## src/rtl/sync_tx_lane_pkg.sv

```systemverilog
package sync_tx_lane_pkg;
  typedef struct packed {
    logic load;    // capture txData into the shifter
    logic shift;   // advance to the next bit
    logic active;  // frame in progress
  } txStrobe_t;
endpackage

```

## src/rtl/sync_tx_lane_ctrl.sv

```systemverilog
module sync_tx_lane_ctrl
  import sync_tx_lane_pkg::*;
#(
  parameter int WIDTH = 16
) (
  input  logic      clkX2,
  input  logic      rstN,
  input  logic      swStart,
  input  logic      extStart,
  output txStrobe_t strobe
);
  localparam int CNT_W = (WIDTH > 1) ? $clog2(WIDTH) : 1;
  localparam logic [CNT_W-1:0] LAST_IDX = CNT_W'(WIDTH - 1);

  logic            swQ, extQ;
  logic            busyQ;
  logic            phaseQ;
  logic [CNT_W-1:0] bitCnt;
  logic            startReq;
  logic            lastBit;

  assign startReq = (swStart & ~swQ) | (extStart & ~extQ);
  assign lastBit  = (bitCnt == LAST_IDX);

  always_ff @(posedge clkX2 or negedge rstN) begin
    if (!rstN) begin
      swQ    <= 1'b0;
      extQ   <= 1'b0;
      busyQ  <= 1'b0;
      phaseQ <= 1'b0;
      bitCnt <= '0;
    end else begin
      swQ  <= swStart;
      extQ <= extStart;
      if (!busyQ) begin
        if (startReq) begin
          busyQ  <= 1'b1;
          phaseQ <= 1'b0;
          bitCnt <= '0;
        end
      end else begin
        phaseQ <= ~phaseQ;
        if (phaseQ) begin
          if (lastBit) busyQ <= 1'b0;
          else         bitCnt <= bitCnt + 1'b1;
        end
      end
    end
  end

  always_comb begin
    strobe.load   = ~busyQ & startReq;
    strobe.shift  = busyQ & phaseQ & ~lastBit;
    strobe.active = busyQ;
  end
endmodule

```

## src/rtl/sync_tx_lane_dp.sv

```systemverilog
module sync_tx_lane_dp
  import sync_tx_lane_pkg::*;
#(
  parameter int WIDTH = 16
) (
  input  logic             clkX2,
  input  logic             rstN,
  input  txStrobe_t        strobe,
  input  logic [WIDTH-1:0] txData,
  output logic             sdo
);
  logic [WIDTH-1:0] shiftReg;

  generate
    if (WIDTH > 1) begin : gWide
      always_ff @(posedge clkX2 or negedge rstN) begin
        if (!rstN)             shiftReg <= '0;
        else if (strobe.load)  shiftReg <= txData;
        else if (strobe.shift) shiftReg <= {shiftReg[WIDTH-2:0], 1'b0};
      end
    end else begin : gSingle
      always_ff @(posedge clkX2 or negedge rstN) begin
        if (!rstN)            shiftReg <= '0;
        else if (strobe.load) shiftReg <= txData;
      end
    end
  endgenerate

  assign sdo = strobe.active & shiftReg[WIDTH-1];
endmodule

```

## src/rtl/sync_tx_lane.sv

```systemverilog
module sync_tx_lane
  import sync_tx_lane_pkg::*;
#(
  parameter int WIDTH     = 16,
  parameter bit IS_MASTER = 1'b1
) (
  input  logic             clkX2,
  input  logic             rstN,
  input  logic             sclkIn,
  input  logic             swStart,
  input  logic             extStart,
  input  logic             bcastBit,
  input  logic [WIDTH-1:0] txData,
  output logic             clkX2Out,
  output logic             sclkOut,
  output logic             sdo,
  output logic             busy,
  output logic             bcastOut
);
  txStrobe_t strobe;

  sync_tx_lane_ctrl #(.WIDTH(WIDTH)) ctrl_i (
    .clkX2   (clkX2),
    .rstN    (rstN),
    .swStart (swStart),
    .extStart(extStart),
    .strobe  (strobe)
  );

  sync_tx_lane_dp #(.WIDTH(WIDTH)) dp_i (
    .clkX2 (clkX2),
    .rstN  (rstN),
    .strobe(strobe),
    .txData(txData),
    .sdo   (sdo)
  );

  assign clkX2Out = clkX2;
  assign sclkOut  = sclkIn;
  assign busy     = strobe.active;

  generate
    if (IS_MASTER) begin : gMaster
      assign bcastOut = bcastBit;
    end else begin : gFollower
      assign bcastOut = 1'b0;
    end
  endgenerate
endmodule

```

## config.mk

```make
export PLATFORM = sky130hd
export DESIGN_NAME = sync_tx_lane
export DESIGN_NICKNAME = d
export VERILOG_FILES = /design/src/rtl/sync_tx_lane_pkg.sv /design/src/rtl/sync_tx_lane_ctrl.sv /design/src/rtl/sync_tx_lane_dp.sv /design/src/rtl/sync_tx_lane.sv
export SDC_FILE = /design/constraint.sdc
export NUM_CORES = 1
export LEC_CHECK = 0
export BUFFER_PORTS_ARGS = -buffer_cell sky130_fd_sc_hd__clkbuf_2
export CORE_MARGIN = 10
export CORE_UTILIZATION = 25
export DETAILED_ROUTE_END_ITERATION = 12
export SLEW_MARGIN = 20
export SYNTH_ARGS = -nofsm -noshare
export SYNTH_HDL_FRONTEND = slang
export SYNTH_SLANG_ARGS = --single-unit
```

## constraint.sdc

```tcl
create_clock -name clkX2 -period 2.8 [get_ports clkX2]
set_input_delay 0.14 -clock clkX2 [delete_from_list [all_inputs] [get_ports clkX2]]
set_output_delay 0.14 -clock clkX2 [all_outputs]
set_load 0.02 [all_outputs]
```

# --- After elaboration in Yosys (flattened, before gate mapping) ---
# Cells that the tools add are included.
# Widths: inputs -> output; s select.
word_totals:
  elab_cells: 37
  ff_bits: 24
  output_inout_bits: 5
  inputBits: 22
classes:
  bitwise_logic: 12
  muxes: 12
  addsub: 1
  eq_ne: 3
  n_reduce_logical: 3
op_table:
  columns: ["operator", "count"]
  rows:
  - ["$mux 16", 2]
  - ["$mux 4", 4]
  - ["$and 1x1->1", 6]
  - ["$mux 1", 6]
  - ["$not 1->1", 5]
  - ["$add 4x1->4 const B", 1]
  - ["$eq 4x4->1 const B", 1]
  - ["$ne 2x2->1 const B", 2]
  - ["$reduce_bool 2->1", 2]
  - ["$reduce_and 3->1", 1]
  - ["$or 1x1->1", 1]

# --- Longest topological paths before layout ---
depth:
  depth_word: 5
  ltp_mapped: 7
  ltp_nobuf: 5

# --- Cells and area by module ---
# Synthesis repeated with hierarchy kept, for this count alone.
unflattened:
  cells_unflattened: 103
  area_unflattened_um2: 1147.4
modules_own_cells:
  columns: ["module", "cells_each", "area_per_inst_um2", "seq_area_each_um2", "n_inst"]
  rows:
  - ["sync_tx_lane_dp", 70, 748.2, 400.4, 1]
  - ["sync_tx_lane_ctrl", 30, 376.6, 200.2, 1]
  - ["sync_tx_lane", 3, 22.5, 0.0, 1]

==> results.cfg <==
[synth]
yosysTopAreaCellShare = 0.538
syn-mean-instance-area_um2 = 9.08
synth_area_leaders = dfrtp_1 54%, a21oi_1 13%, nand2_1 6.4%, nor2_1 5.4%, buf_4 2.7%
synth_compound_area_frac = 0.209
synth-edff-count = 0
synth-async-reset-ratio = 1.00
synth_xor_area_frac = 0
synth_adder_area_share = 0.0112
synth_seq_area_share = 0.538
yosys_warnings = 0
yosysMostFrequentCell = a21oi_1
synth_seq_cells = 24
synth_top_area_cell = dfrtp_1
ys_top_cells_by_count = 30 x a21oi_1, 24 x dfrtp_1, 19 x nand2_1, 16 x nor2_1
postSynthCellCount = 123
synth_flop_cell = dfrtp_1
synth_top_family_by_area = compound AO/OA/AOI/OAI gates
synthSimpleGateAreaFrac = 0.174
synth.distinct_cells = 20
synth_nets = 146
synthMuxAreaShare = 0
synth.cell_area_um2 = 1120

[detailed_routing]
drt_iter0_drc = 45
drt_wl_total_um = 2490
drc_errors = 0
vias = 869
via_per_inst = 4.48
detail_route.first_pass.iterations = 4
avgRoutedWirePerCell_um = 12.8
ant_nets = 0

[place]
dpl.hpwl_um = 1750
port_buffers = 22
place.gp.congestion = 0.740

[die]
ioPinCount = 27
rows = 24
dieArea_um2 = 7540
fp.dieH_um = 86.9
die_x_um = 86.9
fp.coreArea_um2 = 4350
start_util = 0.257

[layout]
synthToLayoutAreaGrowth_pct = 16.0
final_nets = 166
drive_above_1_share = 0.190
antenna_cells = 0

[critical_path]
endpoint_kind = primary output
worstPathArrival_ns = 1.83
crit_fanout = 12
worstSetupStartpointType = clock port
crit_type = clk2out
worstPathRequired_ns = 2.66

[clocking]
cts_made_buffers = 3
clk_pin_slew_ns = 0.09
clockBufferDepth = 2
cts_resized = 0
cts-root-buf = clkbuf_8
tritoncts = yes
cts_setup_buffers = 0
postCtsHoldBufs = 3
h-tree-depth = 1
clk_latency_ns = 0.27

[timing]
finalSetupViolations = 0
worst_slew_pin_slew_ns = 0.634
relSlewSlack = 0.576
hold_violations = 0
slew_viol_final = 0
setup_tns_ns = 0
rsz0062_at_grt = false
finalClockSkew_ns = 0.00866

[pwr]
power_density_nw_per_um2 = 1010
p_leak_nw = 0.603
intPower_mw = 0.793
clkPwrFrac = 0.189
swShare = 0.391
switching_power_mw = 0.510
ir_worst_vdd_mv = 0.364
combPwrFrac = 0.352
seqPwrFrac = 0.459
finalPower_mw = 1.30

[flow_run]
maxCapViolCount = 0

[run_status]
outcome = finished clean

[global_routing]
grt-ovfl-total = 0
grt_max_degree = 25
grt_pass1_vias = 903
groute.usage.overall = 0.0647
antenna_found_initial = 0
grt_pass1_wl_um = 4040

[hold_path]
hp-class = in2reg
[worst paths after layout]
kind	start	to	slack, ns	depth (start not counted)
setup / recovery	clkX2	clkX2Out	0.83	3
hold / removal	txData[3]	dp_i.shiftReg[3]	0.11	3
setup reg to reg	ctrl_i.bitCnt[0]	ctrl_i.bitCnt[3]	0.98	5
hold reg to reg	dp_i.shiftReg[0]	dp_i.shiftReg[0]	0.52	1
max in group asynchronous	rstN	dp_i.shiftReg[13]	2.00	2
min in group asynchronous	rstN	ctrl_i.busyQ	0.40	2
[cells by family after synthesis]
family,after synthesis
adders and majority gates,1
DFF,24
buffers and inverters,11
AOI/OAI and AO/OA,41
and+or+nand+nor,46
[stage by stage]
step,instance area (um2),hold WS [ns],utilization,instances,worst slack (ns)
floorplan,1120,-0.156,-,123,1.13
global placement,1220,0.180,0.280,187,1.04
detailed placement,1220,0.175,0.280,187,0.982
CTS,1300,0.104,0.298,194,0.818
global route,1300,0.101,0.298,194,0.802
finish,1300,0.111,0.298,194,0.830
[registers in the layout, indices dropped and copies added (netlist names)]
| name | flops |
|---|---|
| dp_i.shiftReg | 16 |
| ctrl_i.swQ | 1 |
| ctrl_i.bitCnt | 4 |
| ctrl_i.phaseQ | 1 |
| ctrl_i.extQ | 1 |
| ctrl_i.busyQ | 1 |
[routing by layer]
metal,part of all wire,track usage
met1,0.50,0.0802
met2,0.43,0.0999
met3,0.067,0.0318
met4,0.0028,0.0103
met5,0,0
[layout make-up]
type	count	area, um2
clock buffer	4	46.3
clock inverter	1	5.00
fill	453	3060
inverter	1	3.75
multi-input combinational	88	440
sequential	24	601
tap	52	65.1
timing repair buffer	24	135
[power by group through the flow]
stage / Sequential [mW] / Combinational (mW) / Clock (mW)
2_1_floorplan: 0.576 / 0.411 / 0.0417
3_3_place_gp: 0.601 / 0.453 / 0.0332
3_5_place_dp: 0.606 / 0.462 / 0.0332
4_1_cts: 0.599 / 0.469 / 0.257
5_1_grt: 0.616 / 0.532 / 0.273
6_report: 0.599 / 0.459 / 0.246
[critical path, stage by stage]
cell      delay, ns
clkbuf_8       0.12
clkbuf_8       0.16
clkbuf_2       0.16
[cells in the final DEF, fill, tap and decap left out, types with 3 or more instances in the layout]
cell type      count
a21oi_1           30
dfrtp_1           24
clkbuf_2          22
nand2_1           19
nor2_1            16
o21ai_0            4
nand3_1            4
nand2b_1           3
a22o_1             3
clkbuf_8           3
dlygate4sd3_1      3
No activity file was read; power rests on OpenSTA's default activity.
